===== src/rtl/ptt_pkg.sv =====
package ptt_pkg;
    localparam int BYTE_W      = 8;
    localparam int CNT_W       = 16;
    localparam int PS_SEL_W    = 3;
    localparam int PS_CNT_W    = 1 << PS_SEL_W;
    localparam int INSTR_DIV_W = 2;
    localparam int SYNC_STAGES = 2;

    typedef enum logic [1:0] {
        REG_CTRL   = 2'd0,
        REG_CNT_LO = 2'd1,
        REG_CNT_HI = 2'd2,
        REG_FLAG   = 2'd3
    } reg_sel_e;

    typedef struct packed {
        logic                run;
        logic                narrow;
        logic                ext_src;
        logic                spare;
        logic                no_presc;
        logic [PS_SEL_W-1:0] div_sel;
    } ctrl_t;

    // terminal prescaler value for a divide of 2^(sel+1)
    function automatic logic [PS_CNT_W-1:0] presc_last(input logic [PS_SEL_W-1:0] sel);
        logic [PS_CNT_W-1:0] ones;
        int                  sh;
        ones = '1;
        sh   = PS_CNT_W - 1 - int'(sel);
        return ones >> sh;
    endfunction
endpackage


===== src/rtl/ptt_tick_source.sv =====
module ptt_tick_source #(
    parameter int INSTR_DIV_W = ptt_pkg::INSTR_DIV_W,
    parameter int SYNC_STAGES = ptt_pkg::SYNC_STAGES
) (
    input  logic clk,
    input  logic rst,
    input  logic ext_sel,
    input  logic ext_in,
    output logic instr_tick,
    output logic ext_edge,
    output logic src_tick
);
    logic [INSTR_DIV_W-1:0] phase_q;
    logic [SYNC_STAGES-1:0] sync_q;
    logic                   prev_q;

    always_ff @(posedge clk) begin
        if (rst) phase_q <= '0;
        else     phase_q <= phase_q + 1'b1;
    end

    generate
        if (SYNC_STAGES > 1) begin : g_chain
            always_ff @(posedge clk) begin
                if (rst) sync_q <= '0;
                else     sync_q <= {sync_q[SYNC_STAGES-2:0], ext_in};
            end
        end else begin : g_single
            always_ff @(posedge clk) begin
                if (rst) sync_q <= '0;
                else     sync_q <= ext_in;
            end
        end
    endgenerate

    always_ff @(posedge clk) begin
        if (rst) prev_q <= 1'b0;
        else     prev_q <= sync_q[SYNC_STAGES-1];
    end

    assign instr_tick = &phase_q;
    assign ext_edge   = sync_q[SYNC_STAGES-1] & ~prev_q;
    assign src_tick   = ext_sel ? ext_edge : instr_tick;
endmodule


===== src/rtl/ptt_prescaler.sv =====
module ptt_prescaler #(
    parameter int PS_SEL_W = ptt_pkg::PS_SEL_W,
    parameter int PS_CNT_W = ptt_pkg::PS_CNT_W
) (
    input  logic                clk,
    input  logic                rst,
    input  logic                clr,
    input  logic                bypass,
    input  logic [PS_SEL_W-1:0] sel,
    input  logic                src_tick,
    output logic                cnt_tick
);
    logic [PS_CNT_W-1:0] presc_q;
    logic [PS_CNT_W-1:0] last;
    logic                hit;

    assign last = ptt_pkg::presc_last(sel);
    assign hit  = src_tick && (presc_q == last);

    always_ff @(posedge clk) begin
        if (rst || clr)    presc_q <= '0;
        else if (hit)      presc_q <= '0;
        else if (src_tick) presc_q <= presc_q + 1'b1;
    end

    assign cnt_tick = bypass ? src_tick : hit;
endmodule


===== src/rtl/ptt_counter.sv =====
module ptt_counter #(
    parameter int CNT_W  = ptt_pkg::CNT_W,
    parameter int BYTE_W = ptt_pkg::BYTE_W
) (
    input  logic              clk,
    input  logic              rst,
    input  logic              run,
    input  logic              narrow,
    input  logic              cnt_tick,
    input  logic              load,
    input  logic [BYTE_W-1:0] load_lo,
    input  logic [CNT_W-BYTE_W-1:0] load_hi,
    output logic [CNT_W-1:0]  count,
    output logic              wrap
);
    localparam int HI_W = CNT_W - BYTE_W;

    logic [CNT_W-1:0]  count_q;
    logic [BYTE_W-1:0] lo_inc;
    logic              step;

    assign step   = run && cnt_tick && !load;
    assign lo_inc = count_q[BYTE_W-1:0] + 1'b1;
    assign wrap   = step && (narrow ? (&count_q[BYTE_W-1:0]) : (&count_q));

    always_ff @(posedge clk) begin
        if (rst)       count_q <= '0;
        else if (load) count_q <= {load_hi, load_lo};
        else if (step) begin
            if (narrow) count_q <= {count_q[CNT_W-1:BYTE_W], lo_inc};
            else        count_q <= count_q + 1'b1;
        end
    end

    assign count = count_q;

    logic [HI_W-1:0] unused_hi_w;
    assign unused_hi_w = '0;
endmodule


===== src/rtl/prescaled_tick_timer.sv =====
module prescaled_tick_timer
    import ptt_pkg::*;
#(
    parameter int CNT_W = ptt_pkg::CNT_W
) (
    input  logic              clk,
    input  logic              rst,
    input  logic              bus_wr,
    input  logic              bus_rd,
    input  logic [1:0]        bus_addr,
    input  logic [BYTE_W-1:0] bus_wdata,
    output logic [BYTE_W-1:0] bus_rdata,
    input  logic              ext_clk_in,
    output logic              ovf_flag
);
    localparam int HI_W = CNT_W - BYTE_W;

    ctrl_t             ctrl_q;
    ctrl_t             wr_ctrl_val;
    logic [HI_W-1:0]   hi_buf_q;
    logic              flag_q;
    logic [CNT_W-1:0]  count;
    logic              wrap;
    logic              instr_tick, ext_edge, src_tick, cnt_tick;
    logic              wr_ctrl, wr_lo, wr_hi, wr_flag, rd_lo;
    reg_sel_e          sel;

    assign sel     = reg_sel_e'(bus_addr);
    assign wr_ctrl = bus_wr && (sel == REG_CTRL);
    assign wr_lo   = bus_wr && (sel == REG_CNT_LO);
    assign wr_hi   = bus_wr && (sel == REG_CNT_HI);
    assign wr_flag = bus_wr && (sel == REG_FLAG);
    assign rd_lo   = bus_rd && !bus_wr && (sel == REG_CNT_LO);

    always_comb begin
        wr_ctrl_val       = ctrl_t'(bus_wdata);
        wr_ctrl_val.spare = 1'b0;
    end

    always_ff @(posedge clk) begin
        if (rst)          ctrl_q <= '0;
        else if (wr_ctrl) ctrl_q <= wr_ctrl_val;
    end

    ptt_tick_source u_src (
        .clk        (clk),
        .rst        (rst),
        .ext_sel    (ctrl_q.ext_src),
        .ext_in     (ext_clk_in),
        .instr_tick (instr_tick),
        .ext_edge   (ext_edge),
        .src_tick   (src_tick)
    );

    ptt_prescaler u_presc (
        .clk      (clk),
        .rst      (rst),
        .clr      (!ctrl_q.run || wr_lo),
        .bypass   (ctrl_q.no_presc),
        .sel      (ctrl_q.div_sel),
        .src_tick (src_tick),
        .cnt_tick (cnt_tick)
    );

    ptt_counter #(.CNT_W(CNT_W), .BYTE_W(BYTE_W)) u_cnt (
        .clk      (clk),
        .rst      (rst),
        .run      (ctrl_q.run),
        .narrow   (ctrl_q.narrow),
        .cnt_tick (cnt_tick),
        .load     (wr_lo),
        .load_lo  (bus_wdata),
        .load_hi  (hi_buf_q),
        .count    (count),
        .wrap     (wrap)
    );

    // shared high-byte holding buffer
    always_ff @(posedge clk) begin
        if (rst)        hi_buf_q <= '0;
        else if (wr_hi) hi_buf_q <= bus_wdata[HI_W-1:0];
        else if (rd_lo) hi_buf_q <= count[CNT_W-1:BYTE_W];
    end

    // rollover has priority over a software clear
    always_ff @(posedge clk) begin
        if (rst)                          flag_q <= 1'b0;
        else if (wrap)                    flag_q <= 1'b1;
        else if (wr_flag && !bus_wdata[0]) flag_q <= 1'b0;
    end

    always_comb begin
        unique case (sel)
            REG_CTRL:   bus_rdata = ctrl_q;
            REG_CNT_LO: bus_rdata = count[BYTE_W-1:0];
            REG_CNT_HI: bus_rdata = hi_buf_q[BYTE_W-1:0];
            default:    bus_rdata = {{(BYTE_W-1){1'b0}}, flag_q};
        endcase
    end

    assign ovf_flag = flag_q;
endmodule


===== config.mk =====
export PLATFORM = sky130hd
export DESIGN_NAME = prescaled_tick_timer
export DESIGN_NICKNAME = d
export VERILOG_FILES = /design/src/rtl/ptt_pkg.sv /design/src/rtl/ptt_tick_source.sv /design/src/rtl/ptt_prescaler.sv /design/src/rtl/ptt_counter.sv /design/src/rtl/prescaled_tick_timer.sv
export SDC_FILE = /design/constraint.sdc
export NUM_CORES = 1
export LEC_CHECK = 0
export BUFFER_PORTS_ARGS = -buffer_cell sky130_fd_sc_hd__buf_2
export CAP_MARGIN = 5
export CORE_ASPECT_RATIO = 0.9
export CORE_MARGIN = 2
export CORE_UTILIZATION = 56
export CTS_BUF_LIST = sky130_fd_sc_hd__clkbuf_4 sky130_fd_sc_hd__clkbuf_8
export DETAILED_ROUTE_END_ITERATION = 7
export GPL_TIMING_DRIVEN = 0
export MAX_ROUTING_LAYER = met4
export PLACE_DENSITY = 0.79
export SLEW_MARGIN = 20
export SYNTH_ARGS = -nofsm -noshare
export SYNTH_HDL_FRONTEND = slang
export SYNTH_SLANG_ARGS = --single-unit

===== constraint.sdc =====
create_clock -name clk -period 2.18 [get_ports clk]
set_clock_uncertainty 0.05 [all_clocks]
set_input_delay 0.218 -clock clk [delete_from_list [all_inputs] [get_ports clk]]
set_output_delay 0.218 -clock clk [all_outputs]
set_load 0.1 [all_outputs]

## After elaboration in Yosys (flattened, before gate mapping)

Index checks and enable logic that the tools add are counted.

| storage, ports and cells | value |
|---|---|
| output and inout bits | 9 |
| register bits after elaboration | 45 |
| logic and storage cells | 63 |

| cells by class | value |
|---|---|
| $add $sub $neg | 5 |
| shifts and indexed selects | 1 |
| bitwise operators | 2 |
| eq/ne operators | 5 |
| multiplexer cells | 11 |
| reductions and logical operators | 26 |

Operator list:

| operator | count |
|---|---|
| $mux 16 | 3 |
| $shr 8x32->8 const A | 1 |
| $pmux 8 s3 | 1 |
| $add 16x1->16 const B | 1 |
| $add 8x1->8 const B | 2 |
| $mux 8 | 2 |
| $reduce_and 16->1 | 1 |
| $logic_and 1x1->1 | 11 |
| $eq 8x8->1 | 1 |
| $reduce_and 8->1 | 1 |
| $reduce_bool 2->1 | 3 |
| $mux 1 | 5 |
| $eq 2x2->1 const B | 2 |
| $logic_not 1->1 | 4 |
| $reduce_and 2->1 | 2 |
| $sub 3x3->4 const A | 1 |
| $add 2x1->2 const B | 1 |
| $eq 2x1->1 const B | 1 |
| $logic_not 2->1 | 1 |
| $logic_or 1x1->1 | 2 |
| $ne 2x1->1 const B | 1 |
| $reduce_or 2->1 | 1 |
| $and 1x1->1 | 1 |
| $not 1->1 | 1 |

## Depth between registers and ports, before layout

Gate-level depths: netlist of the first run.

| logic depth | value |
|---|---|
| depth after elaboration | 9 |
| depth in mapped cells | 8 |
| gate-level depth less buffers | 7 |

## By module

Synthesis of the first run repeated with hierarchy kept, for this count alone.

| unflattened totals | value |
|---|---|
| cells, all modules | 286 |
| area total of the unflattened synthesis | 2562.5 um^2 |

Modules (own cells, without submodules):

| module | area each (um^2) | instances | cells an instance |
|---|---|---|---|
| prescaled_tick_timer | 930.9 | 1 | 100 |
| ptt_counter | 910.9 | 1 | 111 |
| ptt_prescaler | 548.0 | 1 | 62 |
| ptt_tick_source | 172.7 | 1 | 13 |

## Worst setup path after synthesis of the first run

No wires, ideal clock.

| timing | value |
|---|---|
| path type | in2out |
| from | input port bus_addr[0] |
| to | output port bus_rdata[1] |
| cell stages on the path | 3 |
| path buffers | 1 |
| arrival time | 2.854 ns |
| path slack | -0.942 ns |
| required time | 1.912 ns |
| cells stage by stage | clkbuf_1 mux2i_1 o21ai_0 |

| on the way | value |
|---|---|
| cells in the longest elaborated chain, start to end | 2 |
| elaborated cells between the ends (all ways) | 4 |
| classes of those cells | 2 x eq/ne; 1 x mux; 1 x reduce/logical |

RTL lines:

| what | line | source |
|---|---|---|
| from (decl) | prescaled_tick_timer.sv:10 | `input logic [1:0] bus_addr,` |
| $eq 2x2->1 (tied with other cells) | prescaled_tick_timer.sv:93 | `unique case (sel)` |
| $pmux 8 s3 (*) | prescaled_tick_timer.sv:93 |  |
| to (decl) | prescaled_tick_timer.sv:12 | `output logic [BYTE_W-1:0] bus_rdata,` |

Every way passes the cells marked *; elsewhere a longest branch is shown, timed or not.

## Worst setup path after layout of the first run

| timing | value |
|---|---|
| from | register ctrl_q[1] (netlist bit) |
| to | register u_cnt.count_q[12], in the netlist u_cnt.count[12] |

| on the way | value |
|---|---|
| cells in the longest elaborated chain, start to end | 9 |

RTL lines:

| what | line | source |
|---|---|---|
| from (decl) | prescaled_tick_timer.sv:18 | `ctrl_t ctrl_q;` |
| from (signal assigned) | prescaled_tick_timer.sv:42 | `else if (wr_ctrl) ctrl_q <= wr_ctrl_val;` |
| $sub 3x3->4 | ptt_pkg.sv:30 | `sh = PS_CNT_W - 1 - int'(sel);` |
| $shr 8x32->8 | ptt_pkg.sv:31 | `return ones >> sh;` |
| $eq 8x8->1 | ptt_prescaler.sv:18 | `assign hit = src_tick && (presc_q == last);` |
| $logic_and 1x1->1 | ptt_prescaler.sv:18 |  |
| $mux 1 | ptt_prescaler.sv:26 | `assign cnt_tick = bypass ? src_tick : hit;` |
| $logic_and 1x1->1 (2 in series) | ptt_counter.sv:22 | `assign step = run && cnt_tick && !load;` |
| $reduce_bool 2->1 (no line) | n/a |  |
| $reduce_and 2->1 (no line) | n/a |  |
| to (signal assigned) | ptt_counter.sv:28 | `else if (load) count_q <= {load_hi, load_lo};` |
| to (signal assigned) | ptt_counter.sv:30 | `if (narrow) count_q <= {count_q[CNT_W-1:BYTE_W], lo_inc};` |
| to (signal assigned) | ptt_counter.sv:31 | `else count_q <= count_q + 1'b1;` |
| to (decl) | ptt_counter.sv:18 | `logic [CNT_W-1:0] count_q;` |

Every way passes these cells.
A chain may end at the register's enable or synchronous reset.

==> results of run 1 <==
[worst max-delay path by stage]
stage                     startpoint               to  slack (ns)  cells after the start
final                      ctrl_q[1]  u_cnt.count[12]       -0.10                      8
after global routing       ctrl_q[1]  u_cnt.count[12]       -0.16                      8
after CTS                  ctrl_q[0]   u_cnt.count[8]       -0.07                      7
after detailed placement   ctrl_q[1]   u_cnt.count[4]       -0.27                      8
after global placement     ctrl_q[1]         ovf_flag       -0.21                      8
after floorplan            ctrl_q[1]   u_cnt.count[8]       0.002                      8
[metal layers]
| metal | vias up | part of all wire [%] |
|---|---|---|
| met3 | 42 | 9.4 |
| met1 | 1377 | 42 |
| met5 | - | 0 |
| li1 | 1322 | - |
| met4 | 0 | 3.9 |
| met2 | 192 | 45 |
[layout by cell type (no fill, tap or decap), types with 4 or more instances in the layout]
cell	instances
a211oi_1	10
a211oi_2	4
a21oi_1	10
and3_1	7
buf_1	5
buf_2	23
buf_4	7
buf_6	5
clkbuf_1	15
clkbuf_8	6
dfxtp_1	41
inv_1	4
mux2i_1	21
nand2_1	24
nand3_1	15
nand3_2	4
nand4_1	8
nor2_1	35
nor2b_1	8
nor3_1	14
nor4_1	4
o211ai_1	5
o21ai_0	6
o21ai_2	7
xor2_1	8
[synth_stat cells, types with 4 or more instances]
library cell and number:
a211oi_1 14, a21oi_1 13, and2_1 4, and3_1 7, buf_1 5, clkbuf_1 17
dfxtp_1 45, inv_1 4, mux2i_1 21, nand2_1 26, nand3_1 19, nand4_1 8
nor2_1 36, nor2b_1 8, nor3_1 14, nor4_1 9, o211ai_1 5, o21ai_0 16
xor2_1 9
[logic make-up (layout without fill, tap and decap cells)]
group,after synthesis,after routing
and+or+nand+nor,152,152
xor gates and xnor gates,11,11
AOI/OAI and AO/OA,73,73
muxes,22,22
buffers and inverters,30,67
DFF,45,45
adders and majority gates,3,3
[state kept, by name, summed over array words and instances (netlist names)]
name / flops
ctrl_q: 7
hi_buf_q: 8
ovf_flag: 1
u_cnt.count: 16
u_presc.presc_q: 8
u_src.phase_q: 2
u_src.prev_q: 1
u_src.sync_q: 2
[final cells by class]
| type | instances | area, sq um |
|---|---|---|
| Multi-Input combinational cell | 261 | 1890 |
| Tap cell | 65 | 81.3 |
| Sequential cell | 45 | 913 |
| Fill cell | 398 | 1480 |
| Timing Repair Buffer | 33 | 201 |
| Buffer | 23 | 103 |
| Clock buffer | 7 | 90.1 |
| Inverter | 4 | 15.0 |
[worst max-delay path, delay by kind of cell, from the launching register on]
kind	cells	cell delay (ns)
buf+inv	2	0.37
flops	1	0.37
compound gates	4	0.80
simple gates	2	0.56
[power groups by stage]
| stage | Sequential, mW | Clock [mW] | Combinational [mW] |
|---|---|---|---|
| 4_1_cts | 0.883 | 0.553 | 0.292 |
| 3_3_place_gp | 0.902 | 0 | 0.274 |
| 3_5_place_dp | 0.904 | 0 | 0.278 |
| 2_1_floorplan | 0.892 | 0 | 0.208 |
| 5_1_grt | 0.887 | 0.584 | 0.333 |
| 6_report | 0.885 | 0.551 | 0.311 |
[what timing repair did]
action / in CTS / in global routing
setup buffers: 9 / 1
pin swaps: 4 / 10
resized for setup: 24 / 28
setup endpoints to repair: 26 / 24
[metrics by stage]
| stage | power, mW | utilization, % | setup WS [ns] | instance area, sq um |
|---|---|---|---|---|
| 3_3_place_gp | 1.18 | 61.6 | -0.209 | 2940 |
| 3_5_place_dp | 1.18 | 61.6 | -0.266 | 2940 |
| 5_1_grt | 1.80 | 68.9 | -0.160 | 3290 |
| 4_1_cts | 1.73 | 66.5 | -0.0733 | 3170 |
| 6_report | 1.75 | 68.9 | -0.104 | 3290 |
| 2_1_floorplan | 1.10 | - | 0.00160 | 2750 |
==> results.yml, run 1 <==
synthesis:
  syn_nets: 354
  yosys.area.top_type: "dfxtp_1"
  synth_top_family_by_area: "simple AND/OR/NAND/NOR gates"
  synth_edf_count: 0
  synthSimpleGateAreaFrac_pct: 29.2
  ys.flop_type: "dfxtp_1"
  muxShareOfSynthArea_pct: 8.55
  synth_compound_area_share_pct: 19.7
  syn-instance-count: 336
  synth.avg_cell_area_sq_um: 8.10
  synth_top_area_share_pct: 33.1
  yosysWarnings: 0
  yosysUniqueCellTypes: 56
  synthesis.area_sq_um: 2720
  synth_seq_cells: 45
  synthAdderAreaFrac_pct: 1.38
  synthTopCellsByArea: "dfxtp_1, mux2i_1, nor2_1"
  postSynth.asyncResetShare_pct: 0
  synth-xor-area-share_pct: 3.54
  ys_seq_area_share_pct: 33.1
timing:
  hold-worst-slack_ns: 0.0898
  layout_min_cycle_time_ns: 2.28
  fmax_mhz: 438
  grt_setup_unrepaired: "yes"
  setup_viol: 9
  hold_violations: 0
  drv_slew: 0
  finalCritPeriodShare_pct: 105
  setup_ws_ns: -0.104
  worst_slew_pin_slew_ns: 0.774
  fin_tns_setup_ns: -0.564
  relSlewSlack_pct: 48.4
drt:
  drc_errors: 0
  drtIter0Drc: 559
  wl_per_cell_microns: 20.2
  wl_microns: 8860
  vias: 2933
  avgViaCountPerCell: 6.70
  final_antenna_net_count: 0
  drt_pass1_iterations: 6
place:
  place_hpwl_microns: 5870
  place_inst: 424
  routabilityCongestion: 1.01
  portBuffers: 23
die:
  row_count: 24
  core_sq_um: 4770
  start_util_pct: 57.0
  die_width_microns: 77.5
  ios: 24
  die_area_sq_um: 5440
  die_h_microns: 70.2
cts:
  ctsHoldBuffers: 0
  clock_latency_ns: 0.30
  htree_levels: 2
  clockBufferDepth: 2
  cts_root_buffer: "clkbuf_8"
  cts_buffers: 5
  clock_sinks: 45
  clkTransAtPathRegs_ns: 0.09
  cts_tree: "yes"
hold_path:
  min-delay-path-class: "in -> reg"
  min-delay-start: "ext_clk_in"
  min_to: "u_src.sync_q[0]"
  hold_path_depth: 2
worst_setup_path:
  cp-start-kind: "flop"
  worstPathArrival_ns: 2.39
  reg2reg_depth: 8
  end_kind: "flop"
  required_ns: 2.28
  crit_chain: "or3_4, o31ai_4, o2111ai_4, buf_6, o41ai_4, buf_4, and2_4, a211oi_2"
  path_class: "reg -> reg"
  r2r-end: "u_cnt.count[12]"
  crit_path_max_fanout: 5
  rrSetupSlack_ns: -0.10
  reg2reg_from: "ctrl_q[1]"
  slowest_stage: "or3_4"
  slowest_delay_ns: 0.38
grt:
  track_usage_pct: 34.4
  grt_overflow_total: 0
  grt_first_pass_wirelength_microns: 14500
  busiest_layer: "met2"
  grt_pass1_vias: 2865
  grt_start_max_net_pins: 13
  gr-usage-met1_pct: 45.6
  antenna_found_initial: 0
  use_met2_pct: 51.8
  use_met3_pct: 6.46
layout:
  final_nets: 391
  finalNonFillerCells: 438
  area_growth_pct: 20.9
  diodes: 0
  drive_above_1_share_pct: 22.8
pwr:
  p_int_mw: 1.22
  p_switching_mw: 0.531
  peakVddDrop_v: 0.000469
  p_comb_share_pct: 17.8
  power.leakage_nw: 1.20
  seqPwrFrac_pct: 50.7
  swShare_pct: 30.4
  power.density_nw_per_um2: 530
  p_clk_share_pct: 31.5
status:
  violations: "negative setup slack"
  status: "finished, violations left"
flow_run:
  cap_violations: 0
No activity file was read; power rests on OpenSTA's default activity.
==> run 2: changes to the inputs <==
--- a/config.mk
+++ b/config.mk
@@ -15,6 +15,7 @@
 export GPL_TIMING_DRIVEN = 0
 export MAX_ROUTING_LAYER = met4
 export PLACE_DENSITY = 0.79
+export REMOVE_ABC_BUFFERS = 1
 export SLEW_MARGIN = 20
 export SYNTH_ARGS = -nofsm -noshare
 export SYNTH_HDL_FRONTEND = slang
==> run 2 against run 1 <==
  * The run still ends with negative setup slack left
  * Critical path depth unchanged
  * Critical endpoint is now u_cnt.count[10]
  * Register-to-register slack better by 0.04 ns
  * Final cell count down 4.6%
  * Design area down 4.0%
  * Worst setup slack better by 0.041 ns
  * Combinational power down 17%
==> results.yml, run 2 (same netlist as run 1, synthesis figures left out) <==
status:
  status: "finished, violations left"
  violations: "negative setup slack"
timing:
  layout_min_cycle_time_ns: 2.24
  grt_setup_unrepaired: "yes"
  drv_slew: 0
  fmax_mhz: 446
  worst_slew_pin_slew_ns: 0.763
  fin_tns_setup_ns: -0.113
  relSlewSlack_pct: 49.1
  setup_viol: 2
  hold_violations: 0
  setup_ws_ns: -0.0635
  finalCritPeriodShare_pct: 103
die:
  row_count: 24
  start_util_pct: 57.0
  ios: 24
  die_width_microns: 77.5
  die_area_sq_um: 5440
  core_sq_um: 4770
  die_h_microns: 70.2
pwr:
  power.leakage_nw: 1.15
  peakVddDrop_v: 0.000379
  power.density_nw_per_um2: 574
cts:
  cts_root_buffer: "clkbuf_8"
  cts_buffers: 5
  cts_tree: "yes"
  clock_sinks: 45
  clockBufferDepth: 2
  htree_levels: 2
  clock_latency_ns: 0.30
  clkTransAtPathRegs_ns: 0.09
  ctsHoldBuffers: 0
drt:
  wl_per_cell_microns: 18.0
  wl_microns: 7510
  drc_errors: 0
  drt_pass1_iterations: 6
  drtIter0Drc: 379
  final_antenna_net_count: 0
  avgViaCountPerCell: 6.60
  vias: 2759
flow_run:
  cap_violations: 0
grt:
  grt_overflow_total: 0
  track_usage_pct: 29.1
  antenna_found_initial: 0
  grt_pass1_vias: 2626
  grt_start_max_net_pins: 41
  grt_first_pass_wirelength_microns: 12600
place:
  dp_slack_ns: -0.392
  place_inst: 399
  place_hpwl_microns: 4850
  portBuffers: 23
  routabilityCongestion: 0.933
worst_setup_path:
  worstPathArrival_ns: 2.39
  crit_path_max_fanout: 8
  required_ns: 2.32
  path_class: "reg -> reg"
  end_kind: "flop"
  rrSetupSlack_ns: -0.06
  cp-start-kind: "flop"
hold_path:
  min-delay-path-class: "in -> reg"
layout:
  final_nets: 370
  final_cell_mix: "dfxtp_1, nor2_1, nand2_1, buf_2, mux2i_1"
  largest_register_ffs: 16
  area_growth_pct: 16.0
  drive_above_1_share_pct: 20.1
  diodes: 0
  finalNonFillerCells: 418
  final_common_cell: "dfxtp_1"
==> run 2: cell types whose count changed in the layout (fill, tap and decap cells not counted), moves of 3 or more <==
| cell | change |
|---|---|
| nor4_1 | +4 |
| o21ai_0 | +9 |
| clkbuf_1 | -15 |
| a211oi_1 | +3 |
| buf_1 | -5 |
| o21ai_2 | -7 |
==> run 2: report_power, final <==
group | leakage [nW] | switching [mW] | internal [mW]
Sequential | 0.369 | 0.0472 | 0.851
Combinational | 0.725 | 0.173 | 0.0862
Clock | 0.0543 | 0.312 | 0.344
==> run 2: timing repair <==
action,CTS,global route
pin swaps,4,9
endpoints found under the setup margin,24,23
gates resized for setup,18,14
endpoints found under the hold margin,0,0
setup buffers,8,3
==> run 2: cell type report <==
| class | instances | area, sq um |
|---|---|---|
| clock inverter | 3 | 46.3 |
| multi-input combinational | 261 | 1810 |
| clock buffer | 5 | 68.8 |
| sequential | 45 | 913 |
| fill | 420 | 1620 |
| timing repair buffer | 35 | 220 |
| inverter | 4 | 15.0 |
| tap | 65 | 81.3 |
==> run 2: stage by stage <==
stage / power [mW] / utilization (%) / cell area [sq um] / hold WS [ns]
after global placement: 1.15 / 58.9 / 2810 / 0.359
final: 1.81 / 66.2 / 3160 / 0.0722
after CTS: 1.80 / 64.4 / 3070 / 0.0701
after floorplan: 1.07 / - / 2610 / 0.235
after detailed placement: 1.16 / 59.3 / 2830 / 0.361
after global routing: 1.88 / 66.2 / 3160 / 0.110
==> run 2: final timing paths <==
| check | to | cells past startpoint | startpoint |
|---|---|---|---|
| worst max-delay path | u_cnt.count[10] | 8 | ctrl_q[0] |
| worst min-delay path | u_src.sync_q[0] | 2 | ext_clk_in |
| worst max register to register | u_cnt.count[10] | 8 | ctrl_q[0] |
| worst min register to register | u_src.phase_q[0] | 1 | u_src.phase_q[0] |
==> run 2: routing by layer <==
| layer | up-vias | part of all wire [%] | global-route usage [%] |
|---|---|---|---|
| li1 | 1276 | - | - |
| met1 | 1306 | 42 | 39.1 |
| met2 | 146 | 47 | 45.1 |
| met3 | 31 | 8.1 | 4.52 |
| met4 | 0 | 2.7 | 9.52 |
| met5 | - | 0 | - |
==> run 2: worst max-delay path, cell delays in order (launching register included) <==
cell and delay [ns]:
dfxtp_4 0.35, or3_4 0.40, and4b_1 0.22, o2111ai_4 0.31, nor4_4 0.09, buf_6 0.16, buf_4 0.14, o211a_1 0.20
a211o_1 0.22
==> run 3: changes to the inputs <==
--- a/config.mk
+++ b/config.mk
@@ -20,3 +20,4 @@
 export SYNTH_ARGS = -nofsm -noshare
 export SYNTH_HDL_FRONTEND = slang
 export SYNTH_SLANG_ARGS = --single-unit
+export TNS_END_PERCENT = 5
==> run 3 against run 2 <==
  * The run still ends with negative setup slack left
  * Highest routed layer unchanged
  * Worst setup slack got worse by 0.064 ns
  * Combinational power is 4% lower
  * Critical endpoint is now u_cnt.count[8]
  * Utilization fell by 2.4 points
  * Final cell count shrank 1.7%
  * Clock-buffer cell count unchanged
  * Register-to-register slack lost 0.06 ns
  * Global-route usage shrank 0.76 points
  * Sequential power is essentially flat
  * Largest cell class unchanged
  * Sequential share of layout area grew 0.89 points
==> results.yml, run 3 (same netlist as run 1, synthesis figures left out) <==
pwr:
  peakVddDrop_v: 0.000397
  power.leakage_nw: 1.10
  power.density_nw_per_um2: 594
  finalPower_mw: 1.81
flow_run:
  cap_violations: 0
layout:
  finalCoreUtilization_pct: 63.8
  final_cell_mix: "dfxtp_1, nor2_1, nand2_1, buf_2, mux2i_1"
  finalNonFillerCells: 411
  drive_above_1_share_pct: 16.5
  area_growth_pct: 11.8
  final_cell_area_sq_um: 3040
  fill_cells: 445
  final_common_cell: "dfxtp_1"
  diodes: 0
  largest_register_ffs: 16
  final_nets: 363
drt:
  wl_microns: 7290
  wl_per_cell_microns: 17.7
  drt_pass1_iterations: 5
  drc_errors: 0
  drtIter0Drc: 383
  final_antenna_net_count: 0
  vias: 2702
  avgViaCountPerCell: 6.57
timing:
  setup_viol: 6
  finalCritPeriodShare_pct: 106
  layout_min_cycle_time_ns: 2.31
  worst_slew_pin_slew_ns: 0.870
  hold_violations: 0
  setup_ws_ns: -0.127
  grt_setup_unrepaired: "yes"
  fin_tns_setup_ns: -0.303
  drv_slew: 0
  fmax_mhz: 433
  hold-worst-slack_ns: 0.0736
  relSlewSlack_pct: 41.4
worst_setup_path:
  worstPathArrival_ns: 2.50
  slowest_stage: "or4_4"
  path_class: "reg -> reg"
  crit_chain: "or3_4, o31ai_4, o2111ai_4, or4_4, a211oi_2, o221a_1"
  cp-start-kind: "flop"
  slowest_delay_ns: 0.53
  required_ns: 2.38
  crit_path_max_fanout: 8
  end_kind: "flop"
grt:
  grt_overflow_total: 0
  grt_start_max_net_pins: 41
  grt_first_pass_wirelength_microns: 12300
  track_usage_pct: 28.3
  grt_pass1_vias: 2547
  antenna_found_initial: 0
die:
  die_h_microns: 70.2
  die_width_microns: 77.5
  start_util_pct: 57.0
  ios: 24
  core_sq_um: 4770
  row_count: 24
  die_area_sq_um: 5440
place:
  place_inst: 399
  dp_slack_ns: -0.392
  place_hpwl_microns: 4850
  portBuffers: 23
  routabilityCongestion: 0.933
  dpl_cell_area_sq_um: 2830
hold_path:
  min-delay-path-class: "in -> reg"
status:
  violations: "negative setup slack"
  status: "finished, violations left"
cts:
  clockBufferDepth: 2
  clkTransAtPathRegs_ns: 0.09
  htree_levels: 2
  cts_buffers: 5
  clock_latency_ns: 0.30
  cts_root_buffer: "clkbuf_8"
  cts_tree: "yes"
  clock_sinks: 45
-- run 3: path summary, 6_finish.rpt --
check | start | endpoint | slack, ns | cells after the start
setup / recovery | ctrl_q[0] | u_cnt.count[8] | -0.13 | 6
hold / removal | ext_clk_in | u_src.sync_q[0] | 0.07 | 2
setup reg to reg | ctrl_q[0] | u_cnt.count[8] | -0.13 | 6
hold reg to reg | u_src.phase_q[0] | u_src.phase_q[0] | 0.37 | 1
-- run 3: power by group --
group	internal [mW]	switching, mW
logic	0.0819	0.167
registers	0.853	0.0492
clock network	0.344	0.313
-- run 3: repair_timing --
item | in CTS | in global routing
resized for setup | 12 | 5
setup endpoints to repair | 24 | 17
pin swaps | 3 | 2
hold buffers | 0 | 0
buffers inserted | 4 | 0
-- run 3: cell type report --
cell class                      instances  area, sq um  area share [%]
Clock buffer                            5         68.8            2.26
Multi-Input combinational cell        261         1770            58.1
Tap cell                               65         81.3            2.67
Inverter                                4         15.0           0.493
Clock inverter                          3         46.3            1.52
Timing Repair Buffer                   28          156            5.14
Sequential cell                        45          907            29.8
-- run 3: critical path, delay by kind of cell (launching register included) --
| family | cells | cell delay (ns) |
|---|---|---|
| AOI/OAI and AO/OA | 4 | 0.88 |
| and+or+nand+nor | 2 | 0.94 |
| DFF | 1 | 0.38 |
-- run 3: layer usage --
layer | up-vias | track usage [%] | wire, microns
li1 | 1272 | - | -
met1 | 1278 | 37.4 | 3110
met2 | 135 | 44.5 | 3440
met3 | 17 | 4.65 | 570
met4 | 0 | 9.33 | 167
met5 | - | - | 0
